[src/rtl/ivt_pkg.sv]
package ivt_pkg;

    typedef enum logic [0:0] {
        ST_HALT = 1'b0,
        ST_RUN  = 1'b1
    } run_state_e;

    localparam int ADDR_W = 3;

    localparam logic [ADDR_W-1:0] A_CTRL  = 3'd0;
    localparam logic [ADDR_W-1:0] A_TERM0 = 3'd1;
    localparam logic [ADDR_W-1:0] A_TERM1 = 3'd2;
    localparam logic [ADDR_W-1:0] A_TERM2 = 3'd3;
    localparam logic [ADDR_W-1:0] A_LAT0  = 3'd4;
    localparam logic [ADDR_W-1:0] A_LAT1  = 3'd5;
    localparam logic [ADDR_W-1:0] A_LAT2  = 3'd6;
    localparam logic [ADDR_W-1:0] A_LAT3  = 3'd7;

    // Six count bits per readout byte: low five in place, the sixth at bit 6.
    function automatic logic [7:0] pack_grp(input logic [5:0] v);
        return {1'b0, v[5], 1'b0, v[4:0]};
    endfunction

endpackage

[src/rtl/ivt_tick.sv]
module ivt_tick (
    input  logic clk,
    input  logic rst_n,
    input  logic run,
    input  logic fast,
    output logic tick
);
    logic phase_q;

    always_ff @(posedge clk or negedge rst_n) begin
        if (!rst_n)
            phase_q <= 1'b0;
        else if (!run)
            phase_q <= 1'b0;
        else
            phase_q <= ~phase_q;
    end

    always_comb begin
        tick = run && (fast ? phase_q : 1'b1);
    end
endmodule

[src/rtl/ivt_count.sv]
module ivt_count #(
    parameter int CNT_W = 22
) (
    input  logic                 clk,
    input  logic                 rst_n,
    input  logic                 run_en,
    input  logic                 tick,
    input  logic                 term_wr,
    input  logic [CNT_W-1:0]     term,
    output ivt_pkg::run_state_e  state,
    output logic [CNT_W-1:0]     cnt,
    output logic                 wrap
);
    import ivt_pkg::*;

    localparam logic [CNT_W-1:0] ONE = {{(CNT_W-1){1'b0}}, 1'b1};

    run_state_e state_nx;

    // Next-state logic: go_run / go_halt
    always_comb begin
        state_nx = state;
        unique case (state)
            ST_HALT: if (run_en)  state_nx = ST_RUN;
            ST_RUN:  if (!run_en) state_nx = ST_HALT;
        endcase
    end

    // State register
    always_ff @(posedge clk or negedge rst_n) begin
        if (!rst_n) state <= ST_HALT;
        else        state <= state_nx;
    end

    always_comb begin
        wrap = tick && (cnt == term);
    end

    // Counter, driven by state
    always_ff @(posedge clk or negedge rst_n) begin
        if (!rst_n) begin
            cnt <= '0;
        end else begin
            unique case (state)
                ST_HALT: if (run_en || term_wr) cnt <= '0;
                ST_RUN:  if (tick)              cnt <= wrap ? '0 : cnt + ONE;
            endcase
        end
    end
endmodule

[src/rtl/ivt_latch.sv]
module ivt_latch #(
    parameter int CNT_W = 22
) (
    input  logic             clk,
    input  logic             rst_n,
    input  logic             grab,
    input  logic [CNT_W-1:0] cnt,
    output logic [CNT_W-1:0] snap
);
    always_ff @(posedge clk or negedge rst_n) begin
        if (!rst_n)    snap <= '0;
        else if (grab) snap <= cnt;
    end
endmodule

[src/rtl/ivt_timer.sv]
module ivt_timer #(
    parameter int CNT_W = 22
) (
    input  logic                       clk,
    input  logic                       rst_n,
    input  logic                       speed_sel,
    input  logic [ivt_pkg::ADDR_W-1:0] bus_addr,
    input  logic                       bus_wr,
    input  logic                       bus_rd,
    input  logic [7:0]                 bus_wdata,
    output logic [7:0]                 bus_rdata,
    output logic                       irq
);
    import ivt_pkg::*;

    localparam int HI_W  = CNT_W - 16;
    localparam int GRP_W = 6;
    localparam int N_GRP = 3;
    localparam int TOP_W = CNT_W - GRP_W * N_GRP;

    logic             run_en, irq_en, pend_q;
    logic [CNT_W-1:0] term_q, cnt, snap;
    logic             tick, wrap, term_wr, grab;
    run_state_e       state;
    logic [7:0]       lat_byte [0:N_GRP];

    assign term_wr = bus_wr && (bus_addr == A_TERM0 || bus_addr == A_TERM1 ||
                                bus_addr == A_TERM2);
    assign grab    = bus_rd && (bus_addr == A_LAT0);

    ivt_tick u_tick (
        .clk   (clk),
        .rst_n (rst_n),
        .run   (state == ST_RUN),
        .fast  (speed_sel),
        .tick  (tick)
    );

    ivt_count #(.CNT_W(CNT_W)) u_count (
        .clk     (clk),
        .rst_n   (rst_n),
        .run_en  (run_en),
        .tick    (tick),
        .term_wr (term_wr),
        .term    (term_q),
        .state   (state),
        .cnt     (cnt),
        .wrap    (wrap)
    );

    ivt_latch #(.CNT_W(CNT_W)) u_latch (
        .clk   (clk),
        .rst_n (rst_n),
        .grab  (grab),
        .cnt   (cnt),
        .snap  (snap)
    );

    // Host-writable registers
    always_ff @(posedge clk or negedge rst_n) begin
        if (!rst_n) begin
            run_en <= 1'b0;
            irq_en <= 1'b0;
            term_q <= '0;
        end else if (bus_wr) begin
            unique case (bus_addr)
                A_CTRL:  begin
                    run_en <= bus_wdata[0];
                    irq_en <= bus_wdata[1];
                end
                A_TERM0: term_q[7:0]       <= bus_wdata;
                A_TERM1: term_q[15:8]      <= bus_wdata;
                A_TERM2: term_q[CNT_W-1:16] <= bus_wdata[HI_W-1:0];
                default: ;
            endcase
        end
    end

    // Pending flag: set on wrap while enabled, discarded while disabled
    always_ff @(posedge clk or negedge rst_n) begin
        if (!rst_n)       pend_q <= 1'b0;
        else if (!irq_en) pend_q <= 1'b0;
        else if (wrap)    pend_q <= 1'b1;
    end

    assign irq = pend_q & irq_en;

    // Readout bytes: the lowest group shows the live count that is being grabbed
    for (genvar g = 0; g < N_GRP; g++) begin : g_grp
        if (g == 0) begin : g_live
            assign lat_byte[g] = pack_grp(cnt[g*GRP_W +: GRP_W]);
        end else begin : g_snap
            assign lat_byte[g] = pack_grp(snap[g*GRP_W +: GRP_W]);
        end
    end
    assign lat_byte[N_GRP] = {{(8-TOP_W){1'b0}}, snap[CNT_W-1:GRP_W*N_GRP]};

    always_ff @(posedge clk or negedge rst_n) begin
        if (!rst_n) begin
            bus_rdata <= 8'h00;
        end else if (bus_rd) begin
            unique case (bus_addr)
                A_CTRL:  bus_rdata <= {6'b0, irq_en, run_en};
                A_TERM0: bus_rdata <= term_q[7:0];
                A_TERM1: bus_rdata <= term_q[15:8];
                A_TERM2: bus_rdata <= {{(8-HI_W){1'b0}}, term_q[CNT_W-1:16]};
                A_LAT0:  bus_rdata <= lat_byte[0];
                A_LAT1:  bus_rdata <= lat_byte[1];
                A_LAT2:  bus_rdata <= lat_byte[2];
                A_LAT3:  bus_rdata <= lat_byte[3];
                default: bus_rdata <= 8'h00;
            endcase
        end
    end
endmodule

[config.mk]
export PLATFORM = sky130hd
export DESIGN_NAME = ivt_timer
export DESIGN_NICKNAME = d
export VERILOG_FILES = /design/src/rtl/ivt_pkg.sv /design/src/rtl/ivt_tick.sv /design/src/rtl/ivt_count.sv /design/src/rtl/ivt_latch.sv /design/src/rtl/ivt_timer.sv
export SDC_FILE = /design/constraint.sdc
export NUM_CORES = 1
export LEC_CHECK = 0
export BUFFER_PORTS_ARGS = -buffer_cell sky130_fd_sc_hd__buf_2
export CAP_MARGIN = 10
export CORE_AREA = 2 2 108 110
export DETAILED_ROUTE_END_ITERATION = 10
export DIE_AREA = 0 0 110 112
export HOLD_SLACK_MARGIN = 0.12
export SLEW_MARGIN = 10
export SYNTH_ARGS = -nofsm -noshare
export SYNTH_HDL_FRONTEND = slang
export SYNTH_SLANG_ARGS = --single-unit
[constraint.sdc]
create_clock -name clk -period 1.95 [get_ports clk]
set_input_delay 0.2925 -clock clk [delete_from_list [all_inputs] [get_ports clk]]
set_output_delay 0.2925 -clock clk [all_outputs]
set_load 0.03 [all_outputs]
# Yosys cells after proc, flatten, opt, wreduce, memory -nomap -nowiden
# Cells that the tools add are included.
[op_classes]
add_sub_neg = 1
mul = 0
div_mod_pow = 0
order_cmp = 0
n_eq_ne = 11
n_shift = 0
mux = 10
n_bitwise = 3
reduce_logical = 13
[op_table]
columns = ["cell", "count"]
rows = [
  ["$mux 22", 3],
  ["$pmux 8 s8", 1],
  ["$pmux 22 s2", 1],
  ["$add 22x1->22 const B", 1],
  ["$eq 22x22->1", 1],
  ["$eq 3x3->1 const B", 4],
  ["$reduce_and 2->1", 5],
  ["$eq 3x2->1 const B", 2],
  ["$ne 2x1->1 const B", 3],
  ["$mux 1", 5],
  ["$logic_and 1x1->1", 4],
  ["$eq 3x1->1 const B", 1],
  ["$logic_not 3->1", 1],
  ["$logic_or 1x1->1", 3],
  ["$not 1->1", 2],
  ["$and 1x1->1", 1],
]
[totals]
regBits = 79
latch_bits = 0
ram_bits = 0
rom_bits = 0
out_inout_bits = 9
memories = 0

# Longest topological paths before layout
[logic_depth]
word_depth = 7
depth_mapped = 8
mapped_depth_nobuf = 7

# Hierarchy
# Synthesis repeated with hierarchy kept, for this count alone.
[hier_totals]
cells_unflattened = 358
area_unflattened_um2 = 4130.2
[modules_own_cells]
columns = ["module", "n_inst", "cells_each", "area_each_um2", "seq_area_each_um2"]
rows = [
  ["ivt_timer", 1, 143, 1769.2, 825.8],
  ["ivt_count", 1, 165, 1495.2, 575.6],
  ["ivt_latch", 1, 46, 820.8, 550.5],
  ["ivt_tick", 1, 4, 45.0, 25.0],
]

# Worst setup path before layout
# Ideal clock, no wire load.
[synth_path]
path_type = "input -> register"
from = "input port bus_addr[1] in the netlist's numbering"
to = "register u_latch.snap[10]"
arrival_time_ps = 1716
required_ps = 1825
slack_ps = 109
stages = 5
path_buffers = 2
cell_sequence = "buf_2 -> or2_2 -> nor2_1 -> buf_2 -> mux2_2"
[synth_via]
elab_chain_cells = 2
[synth_rtl]
columns = ["item", "line", "source"]
rows = [
  ["start: declaration", "ivt_timer.sv:7", "input logic [ivt_pkg::ADDR_W-1:0] bus_addr,"],
  ["$eq 3x3->1", "ivt_timer.sv:29", "assign grab = bus_rd && (bus_addr == A_LAT0);"],
  ["$logic_and 1x1->1", "ivt_timer.sv:29", ""],
  ["end signal: assignment", "ivt_latch.sv:12", "else if (grab) snap <= cnt;"],
  ["end: declaration", "ivt_latch.sv:8", "output logic [CNT_W-1:0] snap"],
]
# No other way between the ends.
# A chain may end at the register's enable or synchronous reset.

# Final worst setup path
[layout_path]
from = "register term_q[20]"
to = "register u_count.cnt[4]"
[layout_via]
elab_chain_cells = 5
[layout_rtl]
columns = ["item", "line", "source"]
rows = [
  ["start: declaration", "ivt_timer.sv:22", "logic [CNT_W-1:0] term_q, cnt, snap;"],
  ["start signal: indexed assignment", "ivt_timer.sv:73", "A_TERM2: term_q[CNT_W-1:16] <= bus_wdata[HI_W-1:0];"],
  ["$eq 22x22->1", "ivt_count.sv:36", "wrap = tick && (cnt == term);"],
  ["$logic_and 1x1->1", "ivt_count.sv:36", ""],
  ["$mux 22 (2 in a row)", "ivt_count.sv:46", "ST_RUN: if (tick) cnt <= wrap ? '0 : cnt + ONE;"],
  ["$pmux 22 s2", "ivt_count.sv:44", "unique case (state)"],
  ["end signal: assignment", "ivt_count.sv:46", ""],
  ["end: declaration", "ivt_count.sv:11", "output logic [CNT_W-1:0] cnt,"],
]
# No other way between the ends. The select of a mux whose other input is x is not followed.

==> load_flow_metrics.sql <==
INSERT INTO impl_metrics (metric_group, metric, value, unit) VALUES
('clock_tree', 'cts.root.buffer_cell', 'sky130_fd_sc_hd__clkbuf_16', ''),
('yosys', 'synth_compound_area_share', '8.124', '%'),
('critical_path', 'critPathKind', 'register to register', ''),
('clock_tree', 'tritoncts_num_sinks', '73', ''),
('yosys', 'synth.area.mux_share', '17.72', '%'),
('floorplan', 'design.core.area', '11170', 'sq um'),
('layout', 'diodes', '0', ''),
('floorplan', 'die_x', '110', 'um'),
('layout', 'share_of_layout_cells_above_drive_strength_1', '44.95', '%'),
('timing', 'clock.fmax', '521.8', 'MHz'),
('job', 'max-cap-violations', '0', ''),
('routing', 'drc', '0', ''),
('critical_path', 'worst_r2r_path_depth', '7', ''),
('critical_path', 'endpoint', 'u_count.cnt[4]', ''),
('timing', 'worst_clock_skew', '8.653', 'ps'),
('critical_path', 'arrival', '2130', 'ps'),
('floorplan', 'die-area', '12320', 'sq um'),
('floorplan', 'io_pins', '25', ''),
('critical_path', 'cp_slowest_cell', 'sky130_fd_sc_hd__dfrtp_1', ''),
('critical_path', 'cp-startpoint', 'term_q[20]', ''),
('routing', 'first_iter_violations', '201', ''),
('layout', 'finish.net_count', '428', ''),
('routing', 'vias', '2987', ''),
('pwr', 'power_density', '916.8', 'nW/um^2'),
('yosys', 'synthesis.area_per_instance', '11.41', 'sq um'),
('pwr', 'fin_total_pwr', '0.004553', 'W'),
('status', 'outcome', 'finished, final reports clean', ''),
('yosys', 'netlist_instances', '336', ''),
('grt', 'grt_remaining_overflow', '0', ''),
('timing', 'layout_worst_path_cycle_share', '98.28', '%'),
('layout', 'layout-area-overhead-vs-synth', '29.49', '%'),
('timing', 'period_needed', '1917', 'ps'),
('critical_path', 'crit_path_cell_trace', 'xor2_1, nor4_1, and4_1, a21oi_2, buf_6, and3_4, a211o_1', ''),
('yosys', 'synth_nets', '353', ''),
('yosys', 'synth-edff-count', '0', ''),
('yosys', 'synth_xor_area_share', '6.852', '%'),
('pwr', 'static-leakage-power', '2.234', 'nW'),
('critical_path', 'critPathLaunchType', 'register', ''),
('clock_tree', 'clock_latency', '330', 'ps'),
('yosys', 'post_synth_fa_ha_maj_area_fraction', '0.3263', '%'),
('yosys', 'synth_seq_cells', '73', ''),
('layout', 'layout.filler_cells', '1030', ''),
('critical_path', 'endpoint_type_of_the_worst_setup_path', 'register', ''),
('yosys', 'synth_top_family_by_area', 'multiplexers', ''),
('timing', 'timing.final.setup_violations', '0', ''),
('critical_path', 'critical_path.max_fanout', '5', ''),
('placement', 'placed_cells_incl_taps', '533', ''),
('routing', 'detailed_route_wire_length_per_cell', '18.66', 'um'),
('clock_tree', 'cts.reportedPaths.clkPinSlew', '60', 'ps'),
('critical_path', 'critical_path.n_buffers_inverters', '1', ''),
('critical_path', 'worst-r2r-setup-slack', '30', 'ps'),
('grt', 'initial_antenna_violation_count', '0', ''),
('critical_path', 'critical_path_required', '2170', 'ps'),
('yosys', 'mappedNetlistArea', '3835', 'sq um'),
('placement', 'dp.final_hpwl', '7528', 'um'),
('floorplan', 'floorplan.die.height', '112', 'um'),
('clock_tree', 'htree_levels', '3', ''),
('grt', 'pin_count_of_the_biggest_net_entering_global_routing', '40', ''),
('clock_tree', 'cts-buffers-inserted', '9', ''),
('critical_path', 'critical_path_cell_count', '7', ''),
('yosys', 'synth.distinct_cells', '52', ''),
('grt', 'track_usage', '17.78', '%'),
('layout', 'final_cell_count_no_fill', '559', ''),
('critical_path', 'critical_path.max_stage_delay', '430', 'ps'),
('yosys', 'ys_dominant_reg_cell', 'sky130_fd_sc_hd__dfrtp_1', ''),
('floorplan', 'initial_utilization', '34.32', '%'),
('layout', 'most_common_cell_after_layout_fill_and_taps_aside', 'sky130_fd_sc_hd__dfrtp_1', ''),
('layout', 'ff_latch_area', '1837', 'sq um'),
('yosys', 'post_synth_and_or_nand_nor_area_fraction', '16.38', '%'),
('timing', 'max_slew_margin', '56.24', '%'),
('critical_path', 'crit-reg2reg-launch', 'term_q[20]', '');
## Yosys cell counts (all sizes together) (4+ instances only)
cell	n	area [sq um]
dfrtp	73	1827
mux2i	6	60.06
a21o	4	30.03
nor3	14	80.08
nand4	7	50.05
mux2	45	506.7
nor2	11	41.29
o311ai	6	52.55
xnor2	11	96.34
xor2	19	166.4
nor2b	5	31.28
o21ai	10	50.05
a21oi	12	60.06
and2	5	32.53
clkbuf	5	20.01
nand3	15	87.59
mux4	5	112.6
nand3b	4	30.03
nor4	10	98.84
inv	8	30.03
nand2	22	82.58
buf	11	63.81
## repair_timing
item | CTS | global route
gates cloned | 0 | 1
endpoints found under the hold margin | 34 | 0
gates resized for setup | 0 | 37
setup buffers | 1 | 7
pin swaps | 0 | 15
setup endpoints to repair | 2 | 14
hold buffers | 1 | 0
## layout make-up
class | instances | share of cell area, %
Clock inverter | 6 | 0.8818
Clock buffer | 10 | 4.812
Inverter | 8 | 0.6047
Multi-Input combinational cell | 239 | 41.45
Tap cell | 143 | 3.603
Timing Repair Buffer | 80 | 11.67
Sequential cell | 73 | 36.99
## worst register-to-register path, delay by kind of cell (launching register included)
family	cells	cell delay [ps]
simple gates	3	720
flops	1	430
compound gates	2	300
xor+xnor	1	200
buf+inv	1	150
## cells by family (layout without fill, tap and decap cells)
group | count (synthesis) | in the layout
AO/OA/AOI/OAI | 47 | 47
XOR/XNOR | 30 | 30
adder cells (fa/ha/maj) | 1 | 1
buffers and inverters | 24 | 104
flip-flops | 73 | 73
multiplexers | 56 | 56
AND/OR/NAND/NOR | 105 | 105
## layer usage
layer,wire (um),GRT usage (%),vias up
met2,4948,27.44,66
met5,0,0,-
met1,4764,24.24,1531
met3,348,3.337,22
li1,-,-,1368
met4,369,7.595,0
## worst min path at each step
stage | startpoint | slack (ps) | end
finish | bus_wdata[7] | 210 | term_q[15]
CTS | bus_wdata[7] | 210 | term_q[15]
global route | bus_wdata[7] | 220 | term_q[15]
global placement | rst_n | 290 | u_count.cnt[11]
floorplan | rst_n | -3 | bus_rdata[0]
detailed placement | rst_n | 290 | u_count.cnt[11]
## per-stage QoR
stage / setup slack [ps] / cell area (sq um) / setup TNS (ps)
6_report: 33.49 / 4966 / 0
5_1_grt: -50.77 / 4966 / -270.0
2_1_floorplan: 109.3 / 3835 / 0
3_3_place_gp: -3.594 / 4423 / -3.594
4_1_cts: 1.445 / 4723 / 0
3_5_place_dp: 17.92 / 4423 / 0
## flip-flops by register name (all words and copies together), names as in the netlist
register / cells
bus_rdata: 8
pend_q: 1
u_tick.phase_q: 1
term_q: 22
run_en: 1
irq_en: 1
u_latch.snap: 16
u_count.cnt: 22
u_count.state: 1
## power breakdown
group	internal (W)	total, W	switching, W
Clock	0.000895	0.00156	0.000661
Combinational	0.000540	0.00110	0.000564
Sequential	0.00169	0.00189	0.000203
Power figures use the tool's default switching activity.
